`config.mk`:
```
export PLATFORM = sky130hd
export DESIGN_NAME = qrd_decrypt
export DESIGN_NICKNAME = d
export VERILOG_FILES = /design/src/rtl/qrd_pkg.sv /design/src/rtl/qrd_round.sv /design/src/rtl/qrd_whiten.sv /design/src/rtl/qrd_seq.sv /design/src/rtl/qrd_decrypt.sv
export SDC_FILE = /design/constraint.sdc
export NUM_CORES = 2
export LEC_CHECK = 0
export ABC_AREA = 1
export BUFFER_PORTS_ARGS = -buffer_cell sky130_fd_sc_hd__buf_2
export CORE_ASPECT_RATIO = 0.5
export CORE_MARGIN = 5
export CORE_UTILIZATION = 59
export CTS_CLUSTER_SIZE = 20
export DETAILED_ROUTE_END_ITERATION = 8
export PLACE_DENSITY = 0.78
export SLEW_MARGIN = 40
export SYNTH_ARGS = -nofsm -noshare
export SYNTH_HDL_FRONTEND = slang
export SYNTH_SLANG_ARGS = --single-unit
```
`constraint.sdc`:
```
create_clock -name clk -period 8 [get_ports clk]
set_clock_uncertainty 0.2 [all_clocks]
set_input_delay 0.4 -clock clk [delete_from_list [all_inputs] [get_ports clk]]
set_output_delay 0.4 -clock clk [all_outputs]
set_load 0.05 [all_outputs]
```
`src/rtl/qrd_pkg.sv`:
```
package qrd_pkg;
  localparam int WORD_W = 32;
  localparam int LG_W   = $clog2(WORD_W);
  localparam int BLK_W  = 4 * WORD_W;

  typedef logic [WORD_W-1:0] word_t;
  typedef logic [LG_W-1:0]   amt_t;

  // d occupies the top word, a the bottom word
  typedef struct packed {
    word_t d;
    word_t c;
    word_t b;
    word_t a;
  } quad_t;

  // x*(2x+1) modulo 2^WORD_W, then the fixed left rotation by LG_W
  function automatic word_t quad_mix(word_t x);
    word_t p;
    p = x * {x[WORD_W-2:0], 1'b1};
    return {p[WORD_W-LG_W-1:0], p[WORD_W-1:WORD_W-LG_W]};
  endfunction

  function automatic word_t rot_right(word_t x, amt_t s);
    return (x >> s) | (x << (WORD_W - int'(s)));
  endfunction
endpackage

```
`src/rtl/qrd_round.sv`:
```
module qrd_round
  import qrd_pkg::*;
(
  input  quad_t st_i,
  input  word_t k_even,
  input  word_t k_odd,
  output quad_t st_o
);
  quad_t m;
  word_t t_amt;
  word_t u_amt;

  always_comb begin
    // undo the register shift: new (A,B,C,D) = old (D,A,B,C)
    m.a = st_i.d;
    m.b = st_i.a;
    m.c = st_i.b;
    m.d = st_i.c;
    u_amt = quad_mix(m.d);
    t_amt = quad_mix(m.b);
    st_o.a = rot_right(m.a - k_even, u_amt[LG_W-1:0]) ^ t_amt;
    st_o.b = m.b;
    st_o.c = rot_right(m.c - k_odd, t_amt[LG_W-1:0]) ^ u_amt;
    st_o.d = m.d;
  end
endmodule

```
`src/rtl/qrd_whiten.sv`:
```
module qrd_whiten
  import qrd_pkg::*;
#(
  parameter bit FINAL = 1'b0
) (
  input  quad_t st_i,
  input  word_t k_even,
  input  word_t k_odd,
  output quad_t st_o
);
  generate
    if (FINAL) begin : g_final
      assign st_o.a = st_i.a;
      assign st_o.b = st_i.b - k_even;
      assign st_o.c = st_i.c;
      assign st_o.d = st_i.d - k_odd;
    end else begin : g_first
      assign st_o.a = st_i.a - k_even;
      assign st_o.b = st_i.b;
      assign st_o.c = st_i.c - k_odd;
      assign st_o.d = st_i.d;
    end
  endgenerate
endmodule

```
`src/rtl/qrd_seq.sv`:
```
module qrd_seq #(
  parameter int ROUNDS = 20,
  parameter int PAIR_W = $clog2(ROUNDS + 2)
) (
  input  logic              clk,
  input  logic              rst_n,
  input  logic              in_valid,
  output logic              in_ready,
  output logic              accept,
  output logic              step_round,
  output logic              step_final,
  output logic [PAIR_W-1:0] key_pair,
  output logic              out_valid
);
  localparam logic [PAIR_W-1:0] IDLE_PAIR  = PAIR_W'(ROUNDS + 1);
  localparam logic [PAIR_W-1:0] FIRST_PAIR = PAIR_W'(ROUNDS);

  logic              busy;
  logic [PAIR_W-1:0] rnd;

  assign in_ready   = !busy;
  assign accept     = in_valid && !busy;
  assign step_round = busy && (rnd != '0);
  assign step_final = busy && (rnd == '0);
  assign key_pair   = busy ? rnd : IDLE_PAIR;

  always_ff @(posedge clk or negedge rst_n) begin
    if (!rst_n) begin
      busy      <= 1'b0;
      rnd       <= '0;
      out_valid <= 1'b0;
    end else begin
      out_valid <= step_final;
      if (accept) begin
        busy <= 1'b1;
        rnd  <= FIRST_PAIR;
      end else if (step_round) begin
        rnd <= rnd - 1'b1;
      end else if (step_final) begin
        busy <= 1'b0;
      end
    end
  end

  AST_READY_DROPS: assert property (@(posedge clk) disable iff (!rst_n)
    accept |=> !in_ready);
  AST_START_PAIR: assert property (@(posedge clk) disable iff (!rst_n)
    accept |=> (key_pair == FIRST_PAIR));
  AST_PAIR_DESC: assert property (@(posedge clk) disable iff (!rst_n)
    (!in_ready && key_pair != '0) |=> (key_pair == $past(key_pair) - 1'b1));
  AST_STROBE_AFTER_LAST: assert property (@(posedge clk) disable iff (!rst_n)
    $rose(out_valid) |-> ($past(key_pair) == '0 && $past(!in_ready)));
  AST_STROBE_PULSE: assert property (@(posedge clk) disable iff (!rst_n)
    out_valid |=> !out_valid);
  AST_READY_AT_STROBE: assert property (@(posedge clk) disable iff (!rst_n)
    out_valid |-> in_ready);
endmodule

```
`src/rtl/qrd_decrypt.sv`:
```
module qrd_decrypt
  import qrd_pkg::*;
#(
  parameter int ROUNDS = 20,
  localparam int PAIR_W = $clog2(ROUNDS + 2)
) (
  input  logic              clk,
  input  logic              rst_n,
  input  logic              in_valid,
  output logic              in_ready,
  input  logic [BLK_W-1:0]  in_block,
  output logic              out_valid,
  output logic [BLK_W-1:0]  out_block,
  output logic [PAIR_W-1:0] key_pair,
  input  logic [WORD_W-1:0] key_even,
  input  logic [WORD_W-1:0] key_odd
);
  logic  accept;
  logic  step_round;
  logic  step_final;
  quad_t st;
  quad_t first_w;
  quad_t round_w;
  quad_t final_w;

  qrd_seq #(.ROUNDS(ROUNDS), .PAIR_W(PAIR_W)) u_seq (
    .clk        (clk),
    .rst_n      (rst_n),
    .in_valid   (in_valid),
    .in_ready   (in_ready),
    .accept     (accept),
    .step_round (step_round),
    .step_final (step_final),
    .key_pair   (key_pair),
    .out_valid  (out_valid)
  );

  qrd_whiten #(.FINAL(1'b0)) u_first (
    .st_i   (quad_t'(in_block)),
    .k_even (key_even),
    .k_odd  (key_odd),
    .st_o   (first_w)
  );

  qrd_round u_round (
    .st_i   (st),
    .k_even (key_even),
    .k_odd  (key_odd),
    .st_o   (round_w)
  );

  qrd_whiten #(.FINAL(1'b1)) u_final (
    .st_i   (st),
    .k_even (key_even),
    .k_odd  (key_odd),
    .st_o   (final_w)
  );

  always_ff @(posedge clk or negedge rst_n) begin
    if (!rst_n) begin
      st        <= '0;
      out_block <= '0;
    end else begin
      if (accept) begin
        st <= first_w;
      end else if (step_round) begin
        st <= round_w;
      end
      if (step_final) begin
        out_block <= final_w;
      end
    end
  end

  AST_OUT_HOLD: assert property (@(posedge clk) disable iff (!rst_n)
    !out_valid |-> $stable(out_block));
  AST_STATE_FROZEN_IDLE: assert property (@(posedge clk) disable iff (!rst_n)
    ($past(in_ready) && !$past(in_valid)) |-> $stable(st));
endmodule

```
# Word level (Yosys, flattened, before mapping)

Index checks and enable logic that the tools add are counted.

$add $sub $neg: 9
$mul: 2
Eq/ne operators: 1
Shift operators: 4
Mux-type cells: 8
Bitwise logic cells: 4
Reduce and logical (&&, ||, !) cells: 9

Operators with widths:

| cell                                              | number |
|---|---|
| two-way mux 128 bit                               | 2 |
| subtractor 32 bit                                 | 6 |
| multiplier 32 x 32 -> 32 bit                      | 2 |
| OR 32 bit                                         | 2 |
| left shift 32 x 32 -> 32 bit                      | 2 |
| right shift 32 x 5 -> 32 bit                      | 2 |
| bitwise XOR 32 bit                                | 2 |
| two-way mux 5 bit                                 | 3 |
| subtractor 6 x 5 -> 7 bit (first input constant)  | 2 |
| zero test 5 bit                                   | 1 |
| nonzero test 5 bit                                | 1 |
| subtractor 5 x 1 -> 5 bit (second input constant) | 1 |
| nonzero test 2 bit                                | 2 |
| logical AND 1 bit                                 | 3 |
| two-way mux 1 bit                                 | 3 |
| != test 2 bit (second input constant)             | 1 |
| AND reduction 2 bit                               | 1 |
| zero test 1 bit                                   | 1 |

Flip-flop bits (word level): 263
Input port bits: 195
Output and inout port bits: 135
Logic and storage cells: 45

# Longest topological paths before layout

Depth in word-level cells: 7
Mapped depth: 46
Depth with buffers taken out: 43

# By module

A second synthesis with hierarchy kept.

Cells, all modules: 10156
Area total of the unflattened synthesis: 64728.3 um^2

By module, submodules not included:

| module               | instances | cells an instance | area each (um^2) |
|---|---|---|---|
| qrd_round            | 1         | 6599              | 42388.2 |
| qrd_decrypt          | 1         | 1238              | 11000.6 |
| qrd_whiten (u_first) | 1         | 1133              | 5481.5 |
| qrd_whiten (u_final) | 1         | 1133              | 5479.0 |
| qrd_seq              | 1         | 53                | 379.1 |

# Worst setup path after synthesis

Ideal clock, no wire load.

Kind: reg-to-reg
Start: register st[67] (netlist name)
End: register st[22] (netlist name)
Arrival time: 7.530 ns
Slack: 0.154 ns
Stages on the path, launching flop included: 41
Path through: dfrtp_1 -> clkbuf_1 -> buf_1 -> nand2_1 -> fa_1 -> inv_1 -> fa_1 -> inv_1 -> fa_1 -> inv_1 -> fa_1 -> fa_1 -> inv_1 -> fa_1 -> inv_1 -> fa_1 -> fa_1 -> ha_1 -> [5 not listed] -> nand3_1 -> nand2_1 -> nand2_4 -> nand2_4 -> nand2_4 -> inv_2 -> buf_2 -> nand2_1 -> nand3_1 -> nand3_1 -> o21ai_1 -> nand2_1 -> nand3_1 -> nand2_1 -> nand2_1 -> nand3_1 -> nand2_1 -> nand2_1

Longest elaborated chain between the ends: 7
Elaborated cells on any way between the ends: 8

RTL lines:

| element                        | line              | source |
|---|---|---|
| from (decl)                    | qrd_decrypt.sv:21 | `quad_t st;` |
| from (signal assigned)         | qrd_decrypt.sv:65 | `st <= first_w;` |
| from (signal assigned)         | qrd_decrypt.sv:67 | `st <= round_w;` |
| multiplier 32 x 32 -> 32 bit * | qrd_pkg.sv:20     | `p = x * {x[WORD_W-2:0], 1'b1};` |
| subtractor 6 x 5 -> 7 bit      | qrd_pkg.sv:25     | `return (x >> s) \| (x << (WORD_W - int'(s)));` |
| left shift 32 x 32 -> 32 bit   | qrd_pkg.sv:25     |  |
| OR 32 bit *                    | qrd_pkg.sv:25     |  |
| bitwise XOR 32 bit *           | qrd_round.sv:21   | `st_o.a = rot_right(m.a - k_even, u_amt[LG_W-1:0]) ^ t_amt;` |
| two-way mux 128 bit *          | qrd_decrypt.sv:66 | `end else if (step_round) begin` |
| two-way mux 128 bit *          | qrd_decrypt.sv:64 | `if (accept) begin` |

Every way passes the cells marked *; elsewhere a longest branch is shown, timed or not. The select of a mux whose other input is x is not followed.
A chain may end at the register's enable or synchronous reset.

# Worst setup path in the final report

Start: register st[1] (netlist name)
End: register st[80] (netlist name)

Longest elaborated chain between the ends: 7
Elaborated cells on any way between the ends: 8

RTL lines:

| element                        | line              | source |
|---|---|---|
| multiplier 32 x 32 -> 32 bit * | qrd_pkg.sv:20     |  |
| subtractor 6 x 5 -> 7 bit      | qrd_pkg.sv:25     |  |
| left shift 32 x 32 -> 32 bit   | qrd_pkg.sv:25     |  |
| OR 32 bit *                    | qrd_pkg.sv:25     |  |
| bitwise XOR 32 bit *           | qrd_round.sv:23   | `st_o.c = rot_right(m.c - k_odd, t_amt[LG_W-1:0]) ^ u_amt;` |
| two-way mux 128 bit *          | qrd_decrypt.sv:66 |  |
| two-way mux 128 bit *          | qrd_decrypt.sv:64 |  |

Marked as above.

==> results by group <==
Placed design
  – Hpwl dp: 198,000 um
  – Final GP Congestion: 1.06
  – Post-Place Setup Slack: -0.924 ns
  – Placed Area: 67,200 um^2
  – Number of port buffers: between 300 and 400

STA
  – Final hold violations: 0
  – FMAX: 0.117 GHz
  – Max-slew headroom: 43.2%
  – Worst setup margin: -0.577 ns
  – Unrepaired setup endpoints after global routing: true
  – Final worst-path cycle share: 107%
  – Slew Viols, Final: 0
  – Setup_tns: -26.28 ns
  – Worst Max-Slew Pin Slew: 0.848 ns
  – Final setup fails: 64
  – Final min period: 8.58 ns

Synthesis
  – Main flop type after synthesis: dfrtp_1
  – Syn Nets: 9,977
  – Synth Instances: 8,596
  – Unique masters post-synth: 60
  – Seq cells post-synth: 263
  – Synth warnings: 0
  – Fraction of registers with async set/reset: 100%
  – Main area contributors after synthesis: fa_1 (25%), nand2_1 (18%), inv_1 (12%)
  – Yosys top cell by area: fa_1
  – Area share of the largest cell type after synthesis: 25.4%
  – Syn Area/Cell: 6.75 um^2
  – Sequential area share after synthesis: 11.3%
  – Synth Cell Area: slightly below 60,000 um^2
  – Post-synth EDFFs: 0

Critical path
  – CP Max Fanout: 5
  – Critical Path RT: 8.32 ns
  – Crit path launch type: register
  – Crit-path slowest cell: fa_1
  – Critical path class: register to register
  – CP endpoint kind: register
  – CP arrival: 8.90 ns
  – Critical path's largest stage delay: 0.56 ns
  – CP most frequent cell: fa_1

Global route
  – Initial antenna violation count: 9
  – Total grt overflow: 0
  – Global-route wire length before repair: roughly 370,000 um
  – Pin count of the biggest net entering global routing: 123
  – Vias in the first global route: 63,133
  – GR Util All Layers: between 40 and 50%

Detailed routing
  – DRC: 0
  – Post-route ant nets: 0
  – DR vias: 65,344
  – Wire per inst: 23.3 um
  – DRT Pass-1 Iters: 9
  – 1st-iter DRT viols: 7,597
  – WL final: 258,000 um
  – Vias per cell: between 5 and 6

Worst hold path
  – HP Class: input pin to register

Floorplan
  – Number of cell rows: 81
  – Die ar.: 105,000 um^2
  – Die W: between 400 and 500 um
  – Die Y: 232 um
  – Initial core utilization: between 50% and 60%
  – Ports: 330
  – Core Box Area: 97,700 um^2

Run status
  – Failing checks: setup timing
  – Outcome: finished, violations left

Cells and area
  – Fill count: 6,991
  – Finished layout cell area: 75,100 um^2
  – Area occupied by multi-input gates: roughly 47,000 um^2
  – Syn-to-layout area delta: 29.5%
  – Seq. cell area: 6610 um^2
  – Utilization after layout: 76.9%
  – Post-layout nets: ~11,000
  – Share of cells above drive strength 1: about a quarter

Clocking
  – Worst-case clock buffer depth: 3
  – CTS root buf: clkbuf_16
  – Clock latency on the worst-skew pair: 0.65 ns
  – CTS Buf Count: 30
  – CTS HTree Levels: 1
  – CTS tree: yes
  – Clock transition at path regs: 0.07 ns
  – Clock sink count: 263

Job
  – MaxCap Viol Count: 0
==> cell type report <==
class	instances	area share (%)
multi-input combinational	6232	63.0
timing repair buffer	1392	15.4
inverter	1819	9.18
sequential	263	8.80
tap	1328	2.21
clock buffer	36	1.10
clock inverter	18	0.258
antenna	9	0.0300
timing repair inverter	1	0.0117
==> synth_stat cells, types with 4 or more instances <==
library cell	instances
o21ai_0	315
nand2_4	13
buf_2	73
a31oi_1	22
o22ai_1	11
ha_1	450
o221ai_1	6
o21a_1	12
buf_1	43
inv_1	1798
o21bai_1	23
nand4_1	64
buf_6	11
nor4_1	10
and2_1	4
nor3_1	30
nor2_1	349
o21ai_1	66
nand2_2	15
clkbuf_1	137
a21boi_0	7
o31ai_1	7
a21oi_1	305
nand3_1	659
o211ai_1	73
nand3_2	4
nand2_1	2753
nand3b_1	25
a21o_1	19
a221oi_1	5
inv_2	18
or2_2	24
or2_1	10
xor2_1	105
buf_4	17
xnor2_1	75
dfrtp_1	263
fa_1	736
==> what timing repair did <==
action                                  4_1_cts  5_1_grt
hold buffers                                 62        0
hold endpoints to repair                    160        0
pin swaps                                   340      248
buffers inserted                            105       53
cloned                                       16        3
gates resized for setup                     830      457
endpoints found under the setup margin       64       64
==> worst max-delay path, delay by kind of cell (launching register included) <==
family / cells / cell delay (ns)
AO/OA/AOI/OAI: 2 / 0.53
adder cells (fa/ha/maj): 9 / 4.40
buffers and inverters: 10 / 0.92
flip-flops: 1 / 0.45
AND/OR/NAND/NOR: 15 / 1.88
==> state kept, by name, indices dropped and copies added (netlist names) <==
signal / flops
u_seq.out_valid: 1
st: 128
u_seq.rnd: 5
out_block: 128
u_seq.busy: 1
==> layout by cell type (no fill, tap or decap), types with 43 or more instances in the layout <==
| master | netlist | final |
|---|---|---|
| buf_12 | 0 | 88 |
| xor2_1 | 105 | 105 |
| inv_2 | 18 | 84 |
| nand4_1 | 64 | 64 |
| buf_4 | 17 | 801 |
| a21oi_1 | 305 | 251 |
| buf_6 | 11 | 85 |
| buf_2 | 73 | 329 |
| nand3_1 | 659 | 465 |
| a21oi_2 | 0 | 43 |
| o211ai_1 | 73 | 73 |
| nand2_2 | 15 | 302 |
| ha_1 | 450 | 423 |
| inv_1 | 1798 | 1722 |
| fa_1 | 736 | 703 |
| xnor2_1 | 75 | 75 |
| nor2_1 | 349 | 304 |
| dfrtp_1 | 263 | 240 |
| dlygate4sd3_1 | 0 | 62 |
| nand2_1 | 2753 | 2381 |
| nand3_2 | 4 | 184 |
| o21ai_2 | 3 | 51 |
| o21ai_0 | 315 | 276 |
| nand2_4 | 13 | 82 |
==> kinds of logic after synthesis <==
logic type      Yosys count  share of synthesized area [%]
buf+inv                2103                           14.0
compound gates          886                           8.50
fa+ha+maj              1186                           35.1
mux                       2                         0.0345
simple gates           3975                           28.3
flops                   263                           11.3
xor+xnor                181                           2.74
==> routing by layer <==
metal / part of all wire (%) / up-vias / track usage [%]
met5: 0.0097 / - / 0
met4: 10 / 4 / 35.3
met3: 12 / 1540 / 10.4
met2: 43 / 4542 / 72.6
met1: 35 / 30635 / 57.4
li1: - / 28623 / -
==> stage by stage <==
step,cells,hold slack (ns)
CTS,11037,0.0170
global placement,10803,0.258
finish,11098,0.0320
detailed placement,10804,0.261
global route,11093,0.0237
floorplan,8596,-0.0956
==> final timing paths <==
path	start	to	slack, ns	cells after the start
worst max-delay path	st[1]	st[80]	-0.58	36
worst min-delay path	in_block[127]	st[127]	0.03	3
worst max register to register	st[1]	st[80]	-0.58	36
worst min register to register	out_block[121]	out_block[121]	0.28	2
max in group asynchronous	rst_n	st[67]	6.01	4
min in group asynchronous	rst_n	out_block[93]	0.05	2
Power is not shown: default switching activity piles up to over one toggle a cycle in this logic, so the estimate is an artifact.
